**config.mk**
```make
export PLATFORM = sky130hd
export DESIGN_NAME = bcd_byte_adder
export DESIGN_NICKNAME = d
export VERILOG_FILES = /design/src/rtl/bcd_byte_adder_pkg.sv /design/src/rtl/bcd_digit_add.sv /design/src/rtl/bcd_lane_add.sv /design/src/rtl/bcd_flag_gen.sv /design/src/rtl/bcd_byte_adder.sv
export SDC_FILE = /design/constraint.sdc
export NUM_CORES = 1
export LEC_CHECK = 0
export CORE_ASPECT_RATIO = 1.5
export CORE_MARGIN = 8
export CORE_UTILIZATION = 42
export CTS_BUF_LIST = sky130_fd_sc_hd__clkbuf_8
export CTS_CLUSTER_DIAMETER = 80
export CTS_CLUSTER_SIZE = 14
export DETAILED_ROUTE_END_ITERATION = 10
export PLACE_DENSITY = 0.83
export SYNTH_ARGS = -nofsm -noshare
export SYNTH_HDL_FRONTEND = slang
export SYNTH_SLANG_ARGS = --single-unit
```
**constraint.sdc**
```tcl
create_clock -name clk -period 10.3 [get_ports clk]
set_clock_uncertainty 0.2 [all_clocks]
set_input_delay 2.06 -clock clk [delete_from_list [all_inputs] [get_ports clk]]
set_output_delay 2.06 -clock clk [all_outputs]
set_load 0.005 [all_outputs]
```
**src/rtl/bcd_byte_adder_pkg.sv**
```systemverilog
// Package: shared widths and the flag bundle for the decimal byte adder.
// Assumes a lane width that is a multiple of four bits.
package bcd_byte_adder_pkg;

    localparam int NIBBLE_W = 4;

    // Flag bundle as held in the output register.
    typedef struct packed {
        logic carry;
        logic ext;
        logic zero;
        logic neg;
        logic ovf;
    } bcd_flags_t;

endpackage

```
**src/rtl/bcd_digit_add.sv**
```systemverilog
// One decimal digit position: adds two 4-bit digits and a carry of up to
// two, corrects by six when the sum exceeds nine, and passes the high part
// on. Assumes the caller chains the carry from the digit below.
module bcd_digit_add
    import bcd_byte_adder_pkg::*;
(
    input  logic [NIBBLE_W-1:0] a_i,
    input  logic [NIBBLE_W-1:0] b_i,
    input  logic [1:0]          cin_i,
    output logic [NIBBLE_W-1:0] sum_o,
    output logic [1:0]          cout_o,
    output logic                adj_o
);

    localparam int SUM_W = NIBBLE_W + 2;

    logic [SUM_W-1:0] raw;
    logic [SUM_W-1:0] fixed_sum;

    // Binary digit sum, correction decision and corrected value.
    always_comb begin
        raw       = {2'b00, a_i} + {2'b00, b_i} + {{(SUM_W-2){1'b0}}, cin_i};
        adj_o     = (raw > SUM_W'(9));
        fixed_sum = raw + (adj_o ? SUM_W'(6) : SUM_W'(0));
        sum_o     = fixed_sum[NIBBLE_W-1:0];
        cout_o    = fixed_sum[SUM_W-1:NIBBLE_W];
    end

endmodule

```
**src/rtl/bcd_lane_add.sv**
```systemverilog
// A full lane of decimal digits built from a chain of digit adders. Also
// gives the plain binary sum MSB, which the overflow rule needs.
// Assumes LANE_W is a multiple of four.
module bcd_lane_add
    import bcd_byte_adder_pkg::*;
#(
    parameter int LANE_W = 8
) (
    input  logic [LANE_W-1:0] a_i,
    input  logic [LANE_W-1:0] b_i,
    input  logic              x_i,
    output logic [LANE_W-1:0] sum_o,
    output logic              carry_o,
    output logic              raw_msb_o
);

    localparam int DIGITS = LANE_W / NIBBLE_W;

    logic [1:0]        chain [DIGITS+1];
    logic [DIGITS-1:0] adj;
    logic [LANE_W:0]   bin_sum;

    assign chain[0] = {1'b0, x_i};

    // One digit adder per digit position, carry rippling upward.
    for (genvar g = 0; g < DIGITS; g++) begin : g_digit
        bcd_digit_add u_digit (
            .a_i    (a_i[g*NIBBLE_W +: NIBBLE_W]),
            .b_i    (b_i[g*NIBBLE_W +: NIBBLE_W]),
            .cin_i  (chain[g]),
            .sum_o  (sum_o[g*NIBBLE_W +: NIBBLE_W]),
            .cout_o (chain[g+1]),
            .adj_o  (adj[g])
        );
    end

    // The top digit's correction decides the decimal carry.
    assign carry_o = adj[DIGITS-1];

    // Uncorrected binary sum, used only for its MSB.
    always_comb begin
        bin_sum   = {1'b0, a_i} + {1'b0, b_i} + {{LANE_W{1'b0}}, x_i};
        raw_msb_o = bin_sum[LANE_W-1];
    end

endmodule

```
**src/rtl/bcd_flag_gen.sv**
```systemverilog
// Next-flag logic: sticky zero, sign, overflow from the correction step,
// and extend tied to carry. Assumes the lane result is already corrected.
module bcd_flag_gen
    import bcd_byte_adder_pkg::*;
#(
    parameter int LANE_W = 8
) (
    input  logic [LANE_W-1:0] sum_i,
    input  logic              carry_i,
    input  logic              raw_msb_i,
    input  logic              z_i,
    output bcd_flags_t        flags_o
);

    // Build the flag bundle from the lane result.
    always_comb begin
        flags_o.carry = carry_i;
        flags_o.ext   = carry_i;
        flags_o.zero  = z_i & (sum_i == '0);
        flags_o.neg   = sum_i[LANE_W-1];
        flags_o.ovf   = ~raw_msb_i & sum_i[LANE_W-1];
    end

endmodule

```
**src/rtl/bcd_byte_adder.sv**
```systemverilog
// Top: decimal add of the low lanes of two register values with extend.
// The result and flags are registered on in_valid; upper destination bits
// pass through. Assumes DATA_W > LANE_W.
module bcd_byte_adder
    import bcd_byte_adder_pkg::*;
#(
    parameter int DATA_W = 32,
    parameter int LANE_W = 8
) (
    input  logic              clk,
    input  logic              rst_n,
    input  logic              in_valid,
    input  logic [DATA_W-1:0] dst_i,
    input  logic [DATA_W-1:0] src_i,
    input  logic              x_i,
    input  logic              z_i,
    output logic [DATA_W-1:0] res_o,
    output logic              c_o,
    output logic              x_o,
    output logic              z_o,
    output logic              n_o,
    output logic              v_o
);

    logic [LANE_W-1:0] lane_sum;
    logic              lane_carry;
    logic              lane_raw_msb;
    bcd_flags_t        flags_next;
    bcd_flags_t        flags_q;
    logic [DATA_W-1:0] res_q;

    bcd_lane_add #(.LANE_W(LANE_W)) u_lane (
        .a_i       (dst_i[LANE_W-1:0]),
        .b_i       (src_i[LANE_W-1:0]),
        .x_i       (x_i),
        .sum_o     (lane_sum),
        .carry_o   (lane_carry),
        .raw_msb_o (lane_raw_msb)
    );

    bcd_flag_gen #(.LANE_W(LANE_W)) u_flags (
        .sum_i     (lane_sum),
        .carry_i   (lane_carry),
        .raw_msb_i (lane_raw_msb),
        .z_i       (z_i),
        .flags_o   (flags_next)
    );

    // Output register: clear on reset, load on strobe, else hold.
    always_ff @(posedge clk) begin
        if (!rst_n) begin
            res_q   <= '0;
            flags_q <= '0;
        end else if (in_valid) begin
            res_q   <= {dst_i[DATA_W-1:LANE_W], lane_sum};
            flags_q <= flags_next;
        end
    end

    assign res_o = res_q;
    assign c_o   = flags_q.carry;
    assign x_o   = flags_q.ext;
    assign z_o   = flags_q.zero;
    assign n_o   = flags_q.neg;
    assign v_o   = flags_q.ovf;

endmodule

```
==> Flow_metrics.wiki, run 1 <==
{| class="wikitable"
! Metric !! Value
|-
| # nets final || 403
|-
| Synthesized-area fraction occupied by and/or/nand/nor cells || between 10% and 20%
|-
| Avg Vias per Cell || 5.21
|-
| Largest cells by area after synthesis || sky130_fd_sc_hd__dfxtp_1, sky130_fd_sc_hd__mux2i_1, sky130_fd_sc_hd__ha_1
|-
| I/O pin count || 106
|-
| DRC violations left || 0
|-
| Number of buffers inserted to repair setup after CTS || 0
|-
| Compound-cell area share of the yosys netlist || around 13%
|-
| Critical Path RT || roughly 10 ns
|-
| CTS Buf Count || 5
|-
| Post-DP HPWL || 4400 microns
|-
| Cells after Synth || about 240
|-
| First drt pass iteration count || 4
|-
| Antenna diodes || 0
|-
| Unique cell type count in the Yosys netlist || 47
|-
| Avg Synthesized Cell Area || 9.09 sq um
|-
| Flip-flop and latch count after synthesis || 35
|-
| Main combinational cell family by area after synthesis || simple AND/OR/NAND/NOR gates
|-
| Worst-case reg-to-reg path depth || 2
|-
| Multiplexer fraction of the synthesized cell area || 14.8%
|-
| Most used DFF post-synth || sky130_fd_sc_hd__dfxtp_1
|-
| Register-to-register path setup slack || around 9.4 ns
|-
| Reg-to-Reg End || res_o[1]
|-
| Final core utilization || 61.0%
|-
| Crit path capture || z_o
|-
| Ratio of cells with drive above 1 in the final layout || 5.40%
|-
| Antenna Nets Post-Route || 0
|-
| Number of inserted filler cells in the final layout || about 470
|-
| Class of the most critical hold timing path || register to register
|-
| Number of enable-type register cells in the synthesized netlist || 0
|-
| Total grt overflow || 0
|-
| Synthesized-area fraction occupied by adder cells || 13.4%
|-
| Instance count after placement with tap cells included || 375
|-
| Horizontal die dimension || 74.5 microns
|-
| Final setup slack of the worst path || 0.653 ns
|-
| Total of cells resized after clock tree synthesis || 0
|-
| Crit share post-route || 93.7%
|-
| Cell Area, Synth || 0.00215 sq mm
|-
| Leakage dissipation || ~1.3 nW
|-
| Vertical die dimension || 104 microns
|-
| Final hold vios || 0
|-
| Fraction of the yosys area taken by sequential cells || 32.5%
|-
| Maximum clock path buffer count || 2
|-
| Initial core utilization || a little over two fifths
|-
| Fin crit period || 9.65 ns
|-
| Placement Rows || 32
|-
| Starting DRC count in detailed routing || between 90 and 100
|-
| Startpoint types || input pin
|-
| Max Cap Viol || 0
|-
| Worst Path Class, Setup || input pin to register
|-
| Pwr Total || ~0.00047 W
|-
| Worst ir drop on vdd || 66.5 uV
|-
| Crit. End Element || register
|-
| Source of the critical timing path || dst_i[0]
|-
| Final RePlAce weighted congestion || 0.850
|-
| Die Area || 0.00772 sq mm
|-
| Unrepaired setup endpoints after global routing || false
|-
| Total via count in the routed design || 1,994
|-
| Peak clock frequency supported by timing || 0.104 GHz
|-
| Total count of max-transition violations in the final report || 0
|-
| Worst-margin pin slew || ~0.99 ns
|-
| Result of the run || finished, final reports clean
|-
| Vias in the first global route || 2,107
|-
| Core Area || 0.00504 sq mm
|-
| Accumulated negative setup slack || 0 ns
|-
| Worst rel slew slack || around 34%
|-
| Global-route usage over all layers || between 10% and 20%
|-
| H-tree level count || 2
|-
| Ys Warns || 0
|-
| Power density over the cells || 152 mW/mm^2
|-
| Proportion of netlist area held by the largest area contributor || 32.5%
|-
| Number of nets produced by synthesis || approximately 330
|-
| Post-synthesis async set-or-reset flop share || 0%
|-
| Wire length of the first global-routing pass || 9160 microns
|-
| Hold Buf Count CTS || 0
|-
| Skew-Pair Late Insertion Delay || approximately 0.28 ns
|-
| Clock tree from TritonCTS || built
|-
| Root buffer cell || sky130_fd_sc_hd__clkbuf_8
|-
| Setup WS pre-CTS || 0.357 ns
|-
| Worst endpoint data arrival time || between 9 and 10 ns
|-
| Final number of setup-violating endpoints || 0
|-
| Largest net degree at the start of global routing || 39
|-
| Dominant cell type by area after synthesis || sky130_fd_sc_hd__dfxtp_1
|-
| DRT Wirelength || 5490 microns
|-
| CTS Sinks || 35
|-
| Count of input and output buffers || 81
|-
| Antenna violations before repair || 0
|-
| Share of the synthesized netlist area taken by xor and xnor gates || 5.58%
|-
| Final cell count without fillers || 383
|-
| Critical register-to-register path startpoint || res_o[1]
|-
| Drt wl/cell || about 14 microns
|-
| Clock-pin slew reported for the worst setup and hold paths after clock tree synthesis || 0.07 ns
|-
| Maximum fanout count along the critical path || 9
|-
| Area Growth Syn to Fin || 43.0%
|}
==> routing by layer <==
layer | up-vias | wire length [microns] | part of all wire, % | global-route usage, %
met2 | 67 | 2780 | 51 | 25.6
met4 | 0 | 189 | 3.4 | 8.59
met5 | - | 0 | 0 | 0
met3 | 13 | 316 | 5.8 | 2.41
met1 | 921 | 2200 | 40 | 14.9
li1 | 993 | - | - | -
==> cell type report <==
cell class              instances  area, sq um  share of cell area [%]
multi-input cells             183         1370                    44.6
repair buffers                 81          806                    26.2
flip-flops and latches         35          701                    22.8
well taps                      68         85.1                    2.76
clock buffers                   5         68.8                    2.23
inverters                       8         30.0                   0.975
clock inverters                 3         16.3                   0.528
==> worst min-delay path by stage <==
| stage | from | to | slack, ns | cells past startpoint |
|---|---|---|---|---|
| finish | res_o[4] | res_o[4] | 0.29 | 2 |
| global route | v_o | v_o | 0.31 | 2 |
| CTS | res_o[4] | res_o[4] | 0.29 | 2 |
| detailed placement | v_o | v_o | 0.27 | 2 |
| global placement | res_o[7] | res_o[7] | 0.27 | 2 |
| floorplan | res_o[4] | res_o[4] | 0.27 | 2 |
==> per-stage QoR <==
| stage | hold WS [ns] | instance area [sq um] |
|---|---|---|
| after floorplan | 0.272 | 2150 |
| after global placement | 0.269 | 2990 |
| after detailed placement | 0.274 | 2990 |
| after CTS | 0.287 | 3080 |
| after global routing | 0.308 | 3080 |
| final | 0.288 | 3080 |
==> layout by cell type, fill, tap and decap left out, types with 2 or more instances in the layout <==
cell                              instances
sky130_fd_sc_hd__a21o_1                   7
sky130_fd_sc_hd__or3_1                    2
sky130_fd_sc_hd__xor2_1                   5
sky130_fd_sc_hd__dfxtp_1                 35
sky130_fd_sc_hd__nand2_1                 13
sky130_fd_sc_hd__a21oi_1                  7
sky130_fd_sc_hd__clkdlybuf4s50_1         80
sky130_fd_sc_hd__nor2_1                  40
sky130_fd_sc_hd__ha_1                    15
sky130_fd_sc_hd__nor3_1                   6
sky130_fd_sc_hd__clkbuf_8                 5
sky130_fd_sc_hd__mux2i_1                 29
sky130_fd_sc_hd__nand3_1                 13
sky130_fd_sc_hd__o311ai_0                 2
sky130_fd_sc_hd__a21oi_2                  2
sky130_fd_sc_hd__fa_1                     5
sky130_fd_sc_hd__xnor2_2                  2
sky130_fd_sc_hd__inv_1                    9
sky130_fd_sc_hd__o21ai_0                  5
sky130_fd_sc_hd__xnor2_1                  5
==> critical path, stage by stage <==
cell,delay [ns]
sky130_fd_sc_hd__clkdlybuf4s50_1,0.45
sky130_fd_sc_hd__ha_1,0.25
sky130_fd_sc_hd__fa_1,0.55
sky130_fd_sc_hd__ha_1,0.34
sky130_fd_sc_hd__inv_1,0.16
sky130_fd_sc_hd__or3_1,0.39
sky130_fd_sc_hd__nor3_1,0.20
sky130_fd_sc_hd__a311oi_2,0.22
sky130_fd_sc_hd__o21ai_0,0.24
sky130_fd_sc_hd__ha_1,0.29
sky130_fd_sc_hd__nor3_1,0.08
sky130_fd_sc_hd__a31oi_1,0.17
sky130_fd_sc_hd__a21oi_1,0.09
sky130_fd_sc_hd__o22ai_1,0.25
sky130_fd_sc_hd__fa_1,0.47
sky130_fd_sc_hd__ha_1,0.24
sky130_fd_sc_hd__fa_1,0.42
sky130_fd_sc_hd__xnor2_2,0.27
sky130_fd_sc_hd__o221ai_1,0.33
sky130_fd_sc_hd__xor2_1,0.23
sky130_fd_sc_hd__ha_1,0.35
sky130_fd_sc_hd__or4b_2,0.61
sky130_fd_sc_hd__a221o_1,0.28
sky130_fd_sc_hd__a31o_2,0.23
sky130_fd_sc_hd__or4_1,0.41
sky130_fd_sc_hd__nand3_1,0.09
==> report_power, final <==
| part | switching (W) | leakage [nW] | internal, W |
|---|---|---|---|
| logic | 0.000103 | 0.975 | 0.000112 |
| registers | 0.00000808 | 0.289 | 0.000151 |
| clock network | 0.0000483 | 0.0453 | 0.0000462 |
| total | 0.000159 | 1.31 | 0.000309 |
==> cells in the mapped netlist, drive strengths merged (2+ instances only) <==
| master | instances |
|---|---|
| xor2 | 5 |
| mux2i | 30 |
| dfxtp | 35 |
| nand3 | 13 |
| o21ai | 5 |
| or3 | 2 |
| a21o | 7 |
| a311oi | 2 |
| ha | 15 |
| xnor2 | 7 |
| inv | 8 |
| nor2 | 40 |
| buf | 6 |
| o311ai | 2 |
| fa | 5 |
| a21oi | 9 |
| nor3 | 6 |
| clkbuf | 5 |
| nand2 | 13 |
==> flip-flops by register name, indices dropped and copies added (netlist names) <==
register and count:
z_o 1, x_o 1, v_o 1, res_o 32
==> logic make-up after synthesis <==
| group | after synthesis |
|---|---|
| xor gates and xnor gates | 12 |
| adders and majority gates | 20 |
| buffers and inverters | 19 |
| DFF | 35 |
| AOI/OAI and AO/OA | 38 |
| muxes | 31 |
| and+or+nand+nor | 82 |
No activity file was read; power rests on OpenSTA's default activity.
==> run 2, diff against run 1 <==
Settings changed: CORE_UTILIZATION 42 to 65, DONT_BUFFER_PORTS set to 1, GPL_TIMING_DRIVEN set to 0, PLACE_DENSITY 0.83 to 0.81.
==> Flow_metrics.wiki, run 2 (same netlist as run 1, synthesis figures left out) <==
{| class="wikitable"
! Metric !! Value
|-
| Instance count after placement with tap cells included || 277 (-26%)
|-
| Finished Cell Area || 0.00231 sq mm (-25%)
|-
| H-tree level count || 2 (unchanged)
|-
| First drt pass iteration count || 4 (unchanged)
|-
| Count of input and output buffers || 0 (-100%)
|-
| Vertical die dimension || 86.5 microns (-17%)
|-
| Post-DP HPWL || 3670 microns (-16%)
|-
| Maximum single-stage delay on the critical path || 0.60 ns (about the same)
|-
| Final core utilization || 73.0% (+12 points)
|-
| Initial core utilization || 68.2% (+25 points)
|-
| Final cell count without fillers || 285 (-26%)
|-
| Peak clock frequency supported by timing || 0.111 GHz (+6.6%)
|-
| Startpoint types || input pin
|-
| Drt wl/cell || 15.9 microns (+11%)
|-
| Antenna Nets Post-Route || 0 (unchanged)
|-
| CTS Buf Count || 5 (unchanged)
|-
| Worst rel slew slack || 55.8% (+22 points)
|-
| Placement Rows || 25 (-22%)
|-
| Worst Path Class, Setup || input pin to register
|-
| Starting DRC count in detailed routing || 50 (-48%)
|-
| Antenna violations before repair || 0 (unchanged)
|-
| Accumulated negative setup slack || 0 ns (unchanged)
|-
| Max Cap Viol || 0 (unchanged)
|-
| Worst path slowest cell || sky130_fd_sc_hd__or4b_2
|-
| Largest net degree at the start of global routing || 12 (-69%)
|-
| Crit share post-route || 87.8% (-5.8 points)
|-
| Vias in the first global route || 1,656 (-21%)
|-
| Number of buffers inserted to repair setup after CTS || 0 (unchanged)
|-
| Worst ir drop on vdd || 115 uV (+74%)
|-
| Ratio of cells with drive above 1 in the final layout || 8.16% (+2.8 points)
|-
| Clock tree from TritonCTS || built
|-
| Global-route usage over all layers || 16.6% (+2.1 points)
|-
| Power density over the cells || 187 mW/mm^2 (+23%)
|-
| Core Area || 0.00316 sq mm (-37%)
|-
| Area Growth Syn to Fin || 7.15%
|-
| Avg Vias per Cell || 5.86 (+13%)
|-
| # nets final || 333 (-17%)
|-
| Most numerous cell on the critical path || sky130_fd_sc_hd__ha_1
|-
| Final hold vios || 0 (unchanged)
|-
| Wire length of the first global-routing pass || 7490 microns (-18%)
|-
| Fin crit period || 9.05 ns (-0.599 ns)
|-
| Root buffer cell || sky130_fd_sc_hd__clkbuf_8
|-
| Crit. End Element || register
|-
| Total count of max-transition violations in the final report || 0 (unchanged)
|-
| Worst-margin pin slew || 0.663 ns (-0.331 ns)
|-
| Antenna diodes || 0 (unchanged)
|-
| Worst endpoint data arrival time || 9.07 ns (-0.60 ns)
|-
| DRT Wirelength || 4550 microns (-17%)
|-
| Setup WS pre-CTS || 0.951 ns (+0.594 ns)
|-
| Skew-Pair Late Insertion Delay || 0.28 ns (about the same)
|-
| Critical Path RT || 10.32 ns (about the same)
|-
| Result of the run || finished, final reports clean
|-
| Total via count in the routed design || 1,670 (-16%)
|-
| Cell Area, Placed || 0.00220 sq mm (-26%)
|-
| Maximum fanout count along the critical path || 9 (unchanged)
|-
| Leakage dissipation || 1.04 nW (-21%)
|-
| Total grt overflow || 0 (unchanged)
|-
| Most common cell after layout, fill and taps aside || sky130_fd_sc_hd__nor2_1
|-
| I/O pin count || 106 (unchanged)
|-
| Clock-pin slew reported for the worst setup and hold paths after clock tree synthesis || 0.07 ns (about the same)
|-
| Largest register FFs || 32 (unchanged)
|-
| Class of the most critical hold timing path || register to register
|-
| Unrepaired setup endpoints after global routing || false
|-
| DRC violations left || 0 (unchanged)
|-
| Top library cells by usage in the layout, fill and taps aside || sky130_fd_sc_hd__nor2_1, sky130_fd_sc_hd__dfxtp_1, sky130_fd_sc_hd__mux2i_1
|-
| Maximum clock path buffer count || 2 (unchanged)
|-
| Hold Buf Count CTS || 0 (unchanged)
|-
| Final number of setup-violating endpoints || 0 (unchanged)
|-
| CTS Sinks || 35 (unchanged)
|-
| Final RePlAce weighted congestion || 0.867 (+2.0%)
|-
| Die Area || 0.00545 sq mm (-29%)
|-
| Total of cells resized after clock tree synthesis || 0 (unchanged)
|-
| Final setup slack of the worst path || 1.25 ns (+0.599 ns)
|-
| Horizontal die dimension || 63.0 microns (-15%)
|}
## run 2: cell types whose count changed in the layout (fill, tap and decap cells not counted), sizes merged
cell           previous run  this run
clkdlybuf4s50            80         0
clkbuf                    5        12
buf                       1         6
clkinv                    1         0
inv                       9         8
## run 2: cell type report
type	instances	area, sq um
Clock buffer	7	96.3
Buffer	11	50.0
Sequential cell	35	701
Clock inverter	1	7.51
Tap cell	40	50.0
Inverter	8	30.0
Fill cell	262	852
Multi-Input combinational cell	183	1370
## run 2: per-stage QoR
stage          power (W)  hold slack [ns]
6_report        0.000432            0.311
5_1_grt         0.000465            0.345
4_1_cts         0.000436            0.314
3_5_place_dp    0.000327            0.304
3_3_place_gp    0.000325            0.301
2_1_floorplan   0.000297            0.272
## run 2: critical path: cells and delay by family
kind	cells	cell delay [ns]
buf+inv	1	0.29
fa+ha+maj	8	2.73
simple gates	6	1.34
xor+xnor	2	0.50
compound gates	10	2.11
## run 2: path summary, 6_finish.rpt
kind,from,to,slack (ns),cells past startpoint
setup / recovery,dst_i[0],z_o,1.25,27
hold / removal,res_o[4],res_o[4],0.31,2
setup reg to reg,res_o[1],res_o[1],9.36,2
hold reg to reg,res_o[4],res_o[4],0.31,2
## run 2: power breakdown
group / leakage [nW] / switching, W / internal, W
logic: 0.696 / 0.0000873 / 0.0000724
clock network: 0.0505 / 0.0000471 / 0.0000608
registers: 0.289 / 0.0000131 / 0.000151
## run 2: routing by layer
layer	part of all wire (%)	vias to the layer above	GRT usage [%]	routed length (microns)
li1	-	852	-	-
met1	38	754	16.6	1730
met2	51	58	29.1	2320
met3	9.1	6	6.19	413
met4	1.7	0	8.75	79
met5	0	-	0	0
